**src/rtl/shc_pkg.sv**
```systemverilog
package shc_pkg;
  localparam int unsigned DEF_W     = 8;
  localparam int unsigned DEF_DEPTH = 8;
  localparam int unsigned DEF_CNT_W = 16;

  // number of guards flagging a mismatch at one edge
  function automatic logic [1:0] err_events(input logic a, input logic b);
    return {1'b0, a} + {1'b0, b};
  endfunction
endpackage

```
**src/rtl/shc_reg_stage.sv**
```systemverilog
module shc_reg_stage #(
  parameter int unsigned W = 8
) (
  input  logic         clk,
  input  logic         rst_n,
  input  logic [W-1:0] d_in,
  input  logic         d_vld,
  input  logic [W-1:0] shd_in,
  input  logic         shd_stb,
  output logic [W-1:0] q_out,
  output logic         q_vld,
  output logic         hold_o,
  output logic         err_o
);
  logic [W-1:0] main_q, main_n;
  logic         vld_q, vld_n;
  logic         pend_q, pend_n;
  logic         err_q, err_n;
  logic [W-1:0] diff;
  logic         mism;

  // per-bit disagreement between captured and late sample
  for (genvar b = 0; b < W; b++) begin : g_cmp
    assign diff[b] = main_q[b] ^ shd_in[b];
  end

  assign mism = pend_q & shd_stb & (|diff);

  always_comb begin
    main_n = main_q;
    vld_n  = 1'b0;
    pend_n = 1'b0;
    err_n  = 1'b0;
    if (mism) begin
      main_n = shd_in;
      vld_n  = 1'b1;
      err_n  = 1'b1;
    end else if (d_vld) begin
      main_n = d_in;
      vld_n  = 1'b1;
      pend_n = 1'b1;
    end
  end

  always_ff @(posedge clk or negedge rst_n) begin
    if (!rst_n) begin
      main_q <= '0;
      vld_q  <= 1'b0;
      pend_q <= 1'b0;
      err_q  <= 1'b0;
    end else begin
      main_q <= main_n;
      vld_q  <= vld_n;
      pend_q <= pend_n;
      err_q  <= err_n;
    end
  end

  assign q_out  = main_q;
  assign q_vld  = vld_q & ~mism;
  assign hold_o = mism;
  assign err_o  = err_q;
endmodule

```
**src/rtl/shc_mem_stage.sv**
```systemverilog
module shc_mem_stage #(
  parameter int unsigned W     = 8,
  parameter int unsigned DEPTH = 8,
  localparam int unsigned AW   = (DEPTH > 1) ? $clog2(DEPTH) : 1
) (
  input  logic          clk,
  input  logic          rst_n,
  input  logic          wr_en,
  input  logic [AW-1:0] wr_addr,
  input  logic [W-1:0]  wr_data,
  input  logic [W-1:0]  wr_shd_data,
  input  logic          wr_shd_stb,
  input  logic [AW-1:0] rd_addr,
  output logic [W-1:0]  rd_data,
  output logic          wr_hold_o,
  output logic          wr_err_o
);
  logic [W-1:0]  mem_q [DEPTH];
  logic [AW-1:0] last_q, last_n;
  logic          pend_q, pend_n;
  logic          err_q;
  logic [W-1:0]  rd_q;
  logic [W-1:0]  stored;
  logic          mism;
  logic          take_wr;
  logic [W-1:0]  row_d;

  assign stored  = mem_q[last_q];
  assign mism    = pend_q & wr_shd_stb & (wr_shd_data != stored);
  assign take_wr = wr_en & ~mism;
  assign row_d   = mism ? wr_shd_data : wr_data;

  always_comb begin
    last_n = last_q;
    pend_n = take_wr;
    if (take_wr) last_n = wr_addr;
  end

  for (genvar i = 0; i < DEPTH; i++) begin : g_row
    logic row_we;
    assign row_we = mism ? (last_q == AW'(i)) : (take_wr && (wr_addr == AW'(i)));
    always_ff @(posedge clk or negedge rst_n) begin
      if (!rst_n)      mem_q[i] <= '0;
      else if (row_we) mem_q[i] <= row_d;
    end
  end

  always_ff @(posedge clk or negedge rst_n) begin
    if (!rst_n) begin
      last_q <= '0;
      pend_q <= 1'b0;
      err_q  <= 1'b0;
      rd_q   <= '0;
    end else begin
      last_q <= last_n;
      pend_q <= pend_n;
      err_q  <= mism;
      rd_q   <= mem_q[rd_addr];
    end
  end

  assign rd_data   = rd_q;
  assign wr_hold_o = mism;
  assign wr_err_o  = err_q;
endmodule

```
**src/rtl/shc_err_cnt.sv**
```systemverilog
module shc_err_cnt #(
  parameter int unsigned CNT_W = 16
) (
  input  logic             clk,
  input  logic             rst_n,
  input  logic [1:0]       inc,
  output logic [CNT_W-1:0] cnt
);
  logic [CNT_W-1:0] cnt_q, cnt_n;
  logic [CNT_W:0]   sum;
  logic             cnt_en;

  assign cnt_en = |inc;
  assign sum    = {1'b0, cnt_q} + {{(CNT_W-1){1'b0}}, inc};

  always_comb begin
    cnt_n = sum[CNT_W] ? '1 : sum[CNT_W-1:0];
  end

  always_ff @(posedge clk or negedge rst_n) begin
    if (!rst_n)      cnt_q <= '0;
    else if (cnt_en) cnt_q <= cnt_n;
  end

  assign cnt = cnt_q;
endmodule

```
**src/rtl/shadow_check_reg.sv**
```systemverilog
module shadow_check_reg #(
  parameter int unsigned W     = shc_pkg::DEF_W,
  parameter int unsigned DEPTH = shc_pkg::DEF_DEPTH,
  parameter int unsigned CNT_W = shc_pkg::DEF_CNT_W,
  localparam int unsigned AW   = (DEPTH > 1) ? $clog2(DEPTH) : 1
) (
  input  logic             clk,
  input  logic             rst_n,
  input  logic [W-1:0]     d_in,
  input  logic             d_vld,
  input  logic [W-1:0]     shd_in,
  input  logic             shd_stb,
  output logic [W-1:0]     q_out,
  output logic             q_vld,
  output logic             hold_o,
  output logic             err_o,
  input  logic             wr_en,
  input  logic [AW-1:0]    wr_addr,
  input  logic [W-1:0]     wr_data,
  input  logic [W-1:0]     wr_shd_data,
  input  logic             wr_shd_stb,
  output logic             wr_hold_o,
  output logic             wr_err_o,
  input  logic [AW-1:0]    rd_addr,
  output logic [W-1:0]     rd_data,
  output logic [CNT_W-1:0] err_cnt
);
  logic [1:0] ev;

  shc_reg_stage #(.W(W)) u_reg (
    .clk(clk), .rst_n(rst_n), .d_in(d_in), .d_vld(d_vld),
    .shd_in(shd_in), .shd_stb(shd_stb), .q_out(q_out), .q_vld(q_vld),
    .hold_o(hold_o), .err_o(err_o)
  );

  shc_mem_stage #(.W(W), .DEPTH(DEPTH)) u_mem (
    .clk(clk), .rst_n(rst_n), .wr_en(wr_en), .wr_addr(wr_addr),
    .wr_data(wr_data), .wr_shd_data(wr_shd_data), .wr_shd_stb(wr_shd_stb),
    .rd_addr(rd_addr), .rd_data(rd_data), .wr_hold_o(wr_hold_o),
    .wr_err_o(wr_err_o)
  );

  assign ev = shc_pkg::err_events(hold_o, wr_hold_o);

  shc_err_cnt #(.CNT_W(CNT_W)) u_cnt (
    .clk(clk), .rst_n(rst_n), .inc(ev), .cnt(err_cnt)
  );
endmodule

```
**config.mk**
```make
export PLATFORM = sky130hd
export DESIGN_NAME = shadow_check_reg
export DESIGN_NICKNAME = d
export VERILOG_FILES = /design/src/rtl/shc_pkg.sv /design/src/rtl/shc_reg_stage.sv /design/src/rtl/shc_mem_stage.sv /design/src/rtl/shc_err_cnt.sv /design/src/rtl/shadow_check_reg.sv
export SDC_FILE = /design/constraint.sdc
export NUM_CORES = 1
export LEC_CHECK = 0
export ABC_CLOCK_PERIOD_IN_PS = 3950
export BUFFER_PORTS_ARGS = -buffer_cell sky130_fd_sc_hd__buf_2
export CAP_MARGIN = 30
export CORE_MARGIN = 2
export CORE_UTILIZATION = 50
export CTS_CLUSTER_SIZE = 24
export DETAILED_ROUTE_END_ITERATION = 8
export GPL_TIMING_DRIVEN = 0
export PLACE_DENSITY = 0.79
export SLEW_MARGIN = 20
export SYNTH_ARGS = -nofsm -noshare
export SYNTH_HDL_FRONTEND = slang
export SYNTH_SLANG_ARGS = --single-unit
```
**constraint.sdc**
```tcl
create_clock -name clk -period 3.95 [get_ports clk]
set_clock_uncertainty 0.05 [all_clocks]
set_input_delay 0.5925 -clock clk [delete_from_list [all_inputs] [get_ports clk]]
set_output_delay 0.5925 -clock clk [all_outputs]
set_load 0.05 [all_outputs]
```
Yosys cells after proc, flatten, opt, wreduce, memory -nomap -nowiden

Index checks and enable logic that the tools add are counted.

Flip-flop bits (word level): 104
Bits in latches: 0
Bits in writable memories: 0
Bits in read-only memories: 0
Input bits: 44
Memories: 0

Add/subtract/negate cells: 2
$mul: 0
Div/mod/pow operators: 0
Order comparisons: 2
Equality and inequality tests: 15
Shift operators: 0
Muxes and demuxes: 22
Bitwise operators: 18
Reduce and logical (&&, ||, !) cells: 13

Operators by type and width:

| cell                                                 | number |
|---|---|
| 2-to-1 mux 8 bit                                     | 7 |
| binary-select mux 8 bit (select 3 bit)               | 2 |
| equality test 3 bit (second input constant)          | 8 |
| adder 16 x 2 -> 17 bit                               | 1 |
| 2-to-1 mux 16 bit                                    | 1 |
| equality test 3 x 2 -> 1 bit (second input constant) | 4 |
| 2-to-1 mux 1 bit                                     | 12 |
| >= comparator 4 bit (second input constant)          | 2 |
| logical AND 1 bit                                    | 8 |
| inequality test 8 bit                                | 1 |
| NOT 3 -> 4 bit                                       | 2 |
| OR reduction 8 bit                                   | 1 |
| XOR 1 bit                                            | 8 |
| bitwise AND 1 bit                                    | 6 |
| equality test 3 x 1 -> 1 bit (second input constant) | 2 |
| logical NOT 3 bit                                    | 2 |
| adder 1 x 1 -> 2 bit                                 | 1 |
| NOT 1 bit                                            | 2 |
| nonzero test 2 bit                                   | 1 |
| OR reduction 2 bit                                   | 1 |

Logic depth before layout (Yosys ltp)

Gate-level depths: netlist (run 1).

Depth after elaboration: 10
Gate-level depth with buffers: 21
Depth with buffers taken out: 16

By module

From an unflattened synthesis (run 1), not the netlist that was laid out.

Cells, all modules: 600
Area total of the unflattened synthesis: 6433.7 µm²

By module, submodules not included:

| module           | instances | cells an instance | area each (µm²) | sequential area each (µm²) |
|---|---|---|---|---|
| shc_mem_stage    | 1         | 467               | 4934.7          | 1926.8 |
| shc_err_cnt      | 1         | 88                | 900.9           | 400.4 |
| shc_reg_stage    | 1         | 44                | 585.6           | 275.3 |
| shadow_check_reg | 1         | 1                 | 12.5            | 0.0 |

Worst setup path after synthesis (run 1)

No wires, ideal clock.

Kind: register to register
From: register u_mem.last_q[1]
To: register u_cnt.cnt_q[12] (netlist: u_cnt.cnt[12])
Setup time: 0.125 ns
Arrival: 4.063 ns
Required time: 3.775 ns
Setup slack: -0.287 ns
Cell stages (with the launch flop): 20
Path buffers: 4
Period minus slack after synthesis: 4.237 ns
Path through: dfrtp_1 -> buf_4 -> nor2b_1 -> mux4_2 -> a21oi_1 -> xnor2_1 -> nand3_1 -> o21ai_4 -> inv_4 -> buf_6 -> buf_2 -> ha_1 -> inv_1 -> fa_1 -> nor2_1 -> and4_1 -> and4_1 -> clkbuf_1 -> nand3_1 -> mux2_2

Longest elaborated chain between the ends: 9

Ends and longest elaborated chain:

| element                                                | line                   | RTL |
|---|---|---|
| start, declared                                        | shc_mem_stage.sv:19    | `logic [AW-1:0] last_q, last_n;` |
| start signal, assigned                                 | shc_mem_stage.sv:55    | `last_q <= last_n;` |
| NOT 3 -> 4 bit (implied by the code) *                 | shc_mem_stage.sv:28    | `assign stored = mem_q[last_q];` |
| binary-select mux 8 bit (select 3 bit) *               | shc_mem_stage.sv:28    |  |
| 2-to-1 mux 8 bit (implied by the code) * (2 in series) | shc_mem_stage.sv:28    |  |
| inequality test 8 bit *                                | shc_mem_stage.sv:29    | `assign mism = pend_q & wr_shd_stb & (wr_shd_data != stored);` |
| bitwise AND 1 bit *                                    | shc_mem_stage.sv:29    |  |
| named net wr_hold_o                                    | shadow_check_reg.sv:22 | `output logic wr_hold_o,` |
| adder 1 x 1 -> 2 bit *                                 | shc_pkg.sv:8           | `return {1'b0, a} + {1'b0, b};` |
| adder 16 x 2 -> 17 bit                                 | shc_err_cnt.sv:14      | `assign sum = {1'b0, cnt_q} + {{(CNT_W-1){1'b0}}, inc};` |
| 2-to-1 mux 16 bit                                      | shc_err_cnt.sv:17      | `cnt_n = sum[CNT_W] ? '1 : sum[CNT_W-1:0];` |
| end signal, assigned                                   | shc_err_cnt.sv:22      | `else if (cnt_en) cnt_q <= cnt_n;` |
| end, declared                                          | shc_err_cnt.sv:9       | `logic [CNT_W-1:0] cnt_q, cnt_n;` |

Mark *: on every way through the listed nets, which the timed path passes. The rest lies on a longest branch. The select of a mux whose other input is x is not followed.
A chain may end at the register's enable or synchronous reset.

Final worst setup path (run 1)

From: register u_mem.last_q[0]
To: register u_cnt.cnt_q[15] (netlist: u_cnt.cnt[15])

Longest elaborated chain between the ends: 9

Ends and longest elaborated chain:

| element                                                | line |
|---|---|
| NOT 3 -> 4 bit (implied by the code) *                 | shc_mem_stage.sv:28 |
| binary-select mux 8 bit (select 3 bit) *               | shc_mem_stage.sv:28 |
| 2-to-1 mux 8 bit (implied by the code) * (2 in series) | shc_mem_stage.sv:28 |
| inequality test 8 bit *                                | shc_mem_stage.sv:29 |
| bitwise AND 1 bit *                                    | shc_mem_stage.sv:29 |
| adder 1 x 1 -> 2 bit *                                 | shc_pkg.sv:8 |
| adder 16 x 2 -> 17 bit                                 | shc_err_cnt.sv:14 |
| 2-to-1 mux 16 bit                                      | shc_err_cnt.sv:17 |

Every way passes the cells marked *; elsewhere a longest branch is shown, timed or not. The select of a mux whose other input is x is not followed.

==> results of run 1 <==
worst max-delay path, cell delays in order, from the launching register on:
cell and delay [ns]:
dfrtp_2 0.45, buf_12 0.13, buf_8 0.12, mux4_2 0.53
mux2i_4 0.21, o22a_2 0.21, nand4_4 0.11, o21ai_4 0.22
buf_4 0.17, clkinv_4 0.09, ha_4 0.18, ha_4 0.26
a21oi_2 0.06, nor3b_2 0.27, and3_4 0.23, and4_4 0.24
nand4_1 0.14, mux2_4 0.33
cell families after synthesis:
group | share of synthesized area, %
xor+xnor | 2.80
compound gates | 17.4
flops | 41.5
buf+inv | 5.39
mux | 15.4
simple gates | 16.4
fa+ha+maj | 1.12
timing repair:
item | CTS | global route
setup endpoints to repair | 16 | 16
pin swaps | 18 | 15
buffers inserted | 21 | 15
cloned | 1 | 1
resized for setup | 42 | 42
hold buffers | 0 | 0
stage by stage:
step	cell area [sq um]	setup TNS [ns]	util, %	setup slack, ns	total power (W)
after detailed placement	6950	-10.19	57.4	-0.712	0.00301
after CTS	7640	0	63.1	0.00425	0.00411
after floorplan	6320	0	-	0.00496	0.00260
final	7930	-1.28	65.5	-0.177	0.00425
after global routing	7930	-2.84	65.5	-0.266	0.00442
after global placement	6920	-8.52	57.1	-0.600	0.00296
report_power, final:
part	total [W]	switching (W)	internal, W
Sequential	0.00161	0.000263	0.00135
Combinational	0.00166	0.000923	0.000734
Clock	0.000984	0.000412	0.000572
final timing paths:
path | startpoint | to | slack [ns] | cells after the start
max | u_mem.last_q[0]$_DFFE_PN0P_ | u_cnt.cnt[15]$_DFFE_PN0P_ | -0.18 | 17
min | rst_n | u_cnt.cnt[9]$_DFFE_PN0P_ | 0.10 | 1
max reg2reg | u_mem.last_q[0]$_DFFE_PN0P_ | u_cnt.cnt[15]$_DFFE_PN0P_ | -0.18 | 17
min reg2reg | u_cnt.cnt[10]$_DFFE_PN0P_ | u_cnt.cnt[10]$_DFFE_PN0P_ | 0.45 | 1
max in group asynchronous | rst_n | u_mem.last_q[0]$_DFFE_PN0P_ | 3.09 | 2
min in group clk | shd_in[0] | u_reg.q_out[0]$_DFFE_PN0P_ | 0.43 | 3
Yosys cell counts, types with 2 or more instances:
master / count / share of area [%]
nand3_1: 24 / 1.9
or3_1: 25 / 2.5
xor2_1: 13 / 1.8
dfrtp_1: 104 / 42
buf_4: 2 / 0.24
ha_1: 4 / 0.80
o221a_2: 37 / 6.6
nor2_1: 40 / 2.4
o21ai_0: 12 / 0.96
nor2b_1: 6 / 0.60
a2bb2oi_1: 2 / 0.28
buf_2: 13 / 1.0
or3b_1: 2 / 0.28
and3_1: 8 / 0.80
o21ai_4: 3 / 0.78
nand2_1: 66 / 4.0
mux2_2: 17 / 3.1
a31oi_1: 2 / 0.20
a222oi_1: 21 / 3.4
or2_2: 2 / 0.20
a22oi_1: 5 / 0.60
o211a_1: 2 / 0.32
xnor2_1: 7 / 0.98
nor2_2: 3 / 0.30
mux2_4: 2 / 0.48
buf_1: 6 / 0.36
clkbuf_1: 14 / 0.84
o2111ai_1: 2 / 0.28
and4_1: 5 / 0.70
mux2i_1: 30 / 4.8
nor3_1: 2 / 0.16
inv_1: 41 / 2.5
a21oi_1: 11 / 0.88
o221ai_1: 5 / 0.70
o32ai_1: 2 / 0.28
buf_6: 2 / 0.36
a32oi_1: 2 / 0.28
and2_1: 2 / 0.20
nand2b_1: 12 / 1.2
nor4_1: 2 / 0.20
mux4_2: 19 / 6.8
nand4_1: 3 / 0.30
layout make-up:
cell class | count | area, sq um | share of cell area, %
flip-flops and latches | 104 | 2610 | 32.9
clock inverters | 5 | 80.1 | 1.01
multi-input cells | 419 | 3600 | 45.4
clock buffers | 11 | 243 | 3.06
inverters | 42 | 163 | 2.05
plain buffers | 34 | 268 | 3.38
repair buffers | 116 | 756 | 9.53
well taps | 168 | 210 | 2.65
layer usage:
metal,track usage (%),wire length (um),up-vias
met5,0,0,-
met4,21.7,1450,0
met3,10.0,3220,151
met2,51.0,9930,583
met1,42.1,8040,2912
li1,-,-,2495
flip-flops by register name, summed over array words and instances, names as in the netlist, 3 cells and up:
| signal | cells |
|---|---|
| u_mem.mem_q | 64 |
| u_reg.q_out | 8 |
| u_mem.rd_data | 8 |
| u_cnt.cnt | 16 |
| u_mem.last_q | 3 |
==> flow_metrics.tcl, run 1 <==
set metrics [dict create \
    fin_nets 775 \
    drive_gt1_share_pct 38.3 \
    first_global_vias 5995 \
    coreArea_sq_um 12100 \
    end_kind "flip-flop" \
    num_io_pins 81 \
    ys_ff_latch 104 \
    first_iter_violations 1006 \
    antenna_found_initial 0 \
    ys.flop_type "dfrtp_1" \
    drt-total-wl_um 22600 \
    hold_viol_final 0 \
    grt-ovfl-total 0 \
    hold_path.class "in -> async" \
    clk_latency_ns 0.36 \
    p_per_area_nw_per_um2 537 \
    cts_made_buffers 9 \
    wire_per_inst_um 25.2 \
    vias 6141 \
    fin_ws_ns -0.177 \
    timing.final.setup_violations 16 \
    first_pass_iters 6 \
    crit_required_ns 4.14 \
    initial_utilization_pct 51.7 \
    crit_type "reg -> reg" \
    max_cap_violations 0 \
    placedCellCount 847 \
    clock.fmax_mhz 242 \
    tightest_slew_ns 0.822 \
    nFillCells 947 \
    ys_seq_area_share_pct 41.5 \
    via_per_inst 6.83 \
    clk_pin_slew_ns 0.07 \
    yosysWarnings 0 \
    die_h_um 116 \
    antenna_cells 0 \
    place_hpwl_um 13900 \
    final_common_cell "dfrtp_1" \
    worstPathArrival_ns 4.32 \
    status "finished with violations" \
    layout_common_cells "dfrtp_1 (101), buf_2 (78), nand2_1 (64)" \
    die_x_um 116 \
    ys_async_sr_fraction_pct 100 \
    drc_errors 0 \
    h-tree-depth 3 \
    cts_tree "yes" \
    period_needed_ns 4.13 \
    grt_max_degree 59 \
    violations "negative setup slack" \
    yosysUniqueCellTypes 62 \
    ant_nets 0 \
    vdd_drop_max_mv 0.268 \
    synth.net_count 651 \
    routabilityCongestion 0.975 \
    synth_edf_count 0 \
    dieArea_sq_um 13400 \
    cts_sinks 104 \
    syn_to_final_growth_pct 26.5 \
    whs_ns 0.102 \
    path_max_fanout 5 \
    gr-usage-all-layers_pct 33.6 \
    cts_buffer_depth 2 \
    final_max_slew_viol_count 0 \
    num_rows 40 \
    relSlewSlack_pct 45.2 \
    synth_area_per_cell_sq_um 10.4 \
    syn_area_sq_um 6270 \
    fin_cells 899 \
    worstSetupStartpointType "flip-flop" \
    period_share_pct 104 \
    ctsRootBufferMaster "clkbuf_16" \
    leakagePower_nw 3.51 \
    io_buffers 76 \
    grt_pass1_wl_um 33100 \
    syn-instance-count 602 \
    grt_setup_unrepaired "true" \
]
(Power assumes the default switching activity.)
==> run 2, diff against run 1 <==
Settings changed: CAP_MARGIN 30 to default, MAX_ROUTING_LAYER from default to met4.
==> run 2 against run 1 <==
Maximum frequency up 1.8%. Sequential cell count unchanged. Clock power down 9.0%. The run still ends with negative setup slack left. Largest power group is now sequential cells. Highest routed layer unchanged. Via count down 4.7%. Non-clock buffer count decreased by 14. Final area decreased by 2.5%. Core utilization fell by 1.6 points. Final cell count down 1.6%.
==> flow_metrics.tcl, run 2 (synthesis results as in run 1) <==
set metrics [dict create \
    cts_tree "yes" \
    final_max_slew_viol_count 0 \
    cts_sinks 104 \
    die_h_um 116 \
    crit_required_ns 4.16 \
    fin_nets 761 \
    hold_path.class "in -> async" \
    clk_latency_ns 0.37 \
    dieArea_sq_um 13400 \
    first_iter_violations 836 \
    io_buffers 76 \
    slowest_delay_ns 0.47 \
    grt_pass1_wl_um 32700 \
    end_kind "flip-flop" \
    cts_buffer_depth 2 \
    nFillCells 975 \
    status "finished with violations" \
    first_global_vias 5782 \
    layout_common_cells "dfrtp_1 (101), buf_2 (79), nand2_1 (58)" \
    clock.fmax_mhz 247 \
    first_pass_iters 9 \
    ctsRootBufferMaster "clkbuf_16" \
    period_needed_ns 4.05 \
    drive_gt1_share_pct 37.8 \
    grt_setup_unrepaired "true" \
    worstPathArrival_ns 4.26 \
    coreArea_sq_um 12100 \
    vdd_drop_max_mv 0.482 \
    cts_hold_buf 0 \
    placedCellCount 847 \
    timing.final.setup_violations 7 \
    critPathSlowestCell "mux4_2" \
    hold_viol_final 0 \
    drt-total-wl_um 22000 \
    p_per_area_nw_per_um2 529 \
    h-tree-depth 3 \
    path_max_fanout 8 \
    violations "negative setup slack" \
    finalSetupTns_ns -0.383 \
    syn_to_final_growth_pct 23.4 \
    antenna_found_initial 0 \
    num_rows 40 \
    cp_cell_sequence "buf_8, mux2i_2, mux4_2, a21oi_2, xnor2_2, nand3_2, o21ai_4, clkbuf_16, ha_4, ha_4, inv_2, fa_2, nor2_4, and4_4, and4_4, buf_8, nand3_2, mux2_2" \
    initial_utilization_pct 51.7 \
    max_cap_violations 0 \
    whs_ns 0.101 \
    fin_ws_ns -0.103 \
    period_share_pct 103 \
    place_hpwl_um 13900 \
    fin_area_sq_um 7730 \
    gr-usage-all-layers_pct 34.6 \
    leakagePower_nw 3.40 \
    grt-ovfl-total 0 \
    grt_max_degree 57 \
    largest_reg_flops 64 \
    vias 5853 \
    cts_made_buffers 9 \
    ant_nets 0 \
    relSlewSlack_pct 34.7 \
    num_io_pins 81 \
    wire_per_inst_um 24.9 \
    crit_type "reg -> reg" \
    drc_errors 0 \
    clk_pin_slew_ns 0.08 \
    final_common_cell "dfrtp_1" \
    via_per_inst 6.61 \
    dpl-instance-area_sq_um 6950 \
    p_total_w 0.00409 \
    tightest_slew_ns 0.980 \
    worstSetupStartpointType "flip-flop" \
    fin_cells 885 \
    top_register "u_mem.mem_q" \
    die_x_um 116 \
    routabilityCongestion 0.958 \
    antenna_cells 0 \
    r2r_cells 18 \
]
## run 2: power by group
| group | total [W] | switching, W | internal [W] |
|---|---|---|---|
| sequential | 0.00161 | 0.000259 | 0.00135 |
| combinational | 0.00159 | 0.000895 | 0.000692 |
| clock | 0.000895 | 0.000449 | 0.000445 |
## run 2: area by class of cell
class	instances	area, sq um	share of cell area [%]
Clock inverter	6	57.6	0.744
Tap cell	168	210	2.72
Buffer	35	283	3.66
Multi-Input combinational cell	419	3580	46.4
Sequential cell	104	2610	33.7
Inverter	42	163	2.10
Timing Repair Buffer	101	599	7.75
Clock buffer	10	229	2.96
## run 2: worst paths after layout
path	from	to	slack, ns
min in group clk	shd_in[4]	u_reg.q_out[4]$_DFFE_PN0P_	0.42
hold reg to reg	u_cnt.cnt[10]$_DFFE_PN0P_	u_cnt.cnt[10]$_DFFE_PN0P_	0.46
setup reg to reg	u_mem.last_q[1]$_DFFE_PN0P_	u_cnt.cnt[12]$_DFFE_PN0P_	-0.10
setup / recovery	u_mem.last_q[1]$_DFFE_PN0P_	u_cnt.cnt[12]$_DFFE_PN0P_	-0.10
hold / removal	rst_n	u_cnt.cnt[9]$_DFFE_PN0P_	0.10
max in group asynchronous	rst_n	u_mem.mem_q[63]$_DFFE_PN0P_	3.09
## run 2: critical path: cells and delay by family (launching register included)
family	cells	cell delay (ns)
xor gates and xnor gates	1	0.14
adders and majority gates	3	0.60
DFF	1	0.46
muxes	3	0.89
and+or+nand+nor	5	0.78
buffers and inverters	4	0.52
AOI/OAI and AO/OA	2	0.48
## run 2: routing by layer
metal	wire, um	vias to the layer above	GRT usage, %
met5	0	-	-
met4	1200	0	19.0
met3	2970	97	11.0
met2	9820	485	50.4
met1	8010	2798	42.8
li1	-	2473	-
## run 2: repair_timing
action	CTS	global route
cloned	1	1
setup buffers	15	7
gates resized for setup	50	33
setup endpoints to repair	16	16
pin swaps	17	9
## run 2: through the flow
step	utilization, %	worst slack (ns)
4_1_cts	62.4	-0.0137
6_report	63.8	-0.103
3_5_place_dp	57.4	-0.799
2_1_floorplan	-	0.00496
3_3_place_gp	57.1	-0.685
5_1_grt	63.8	-0.178
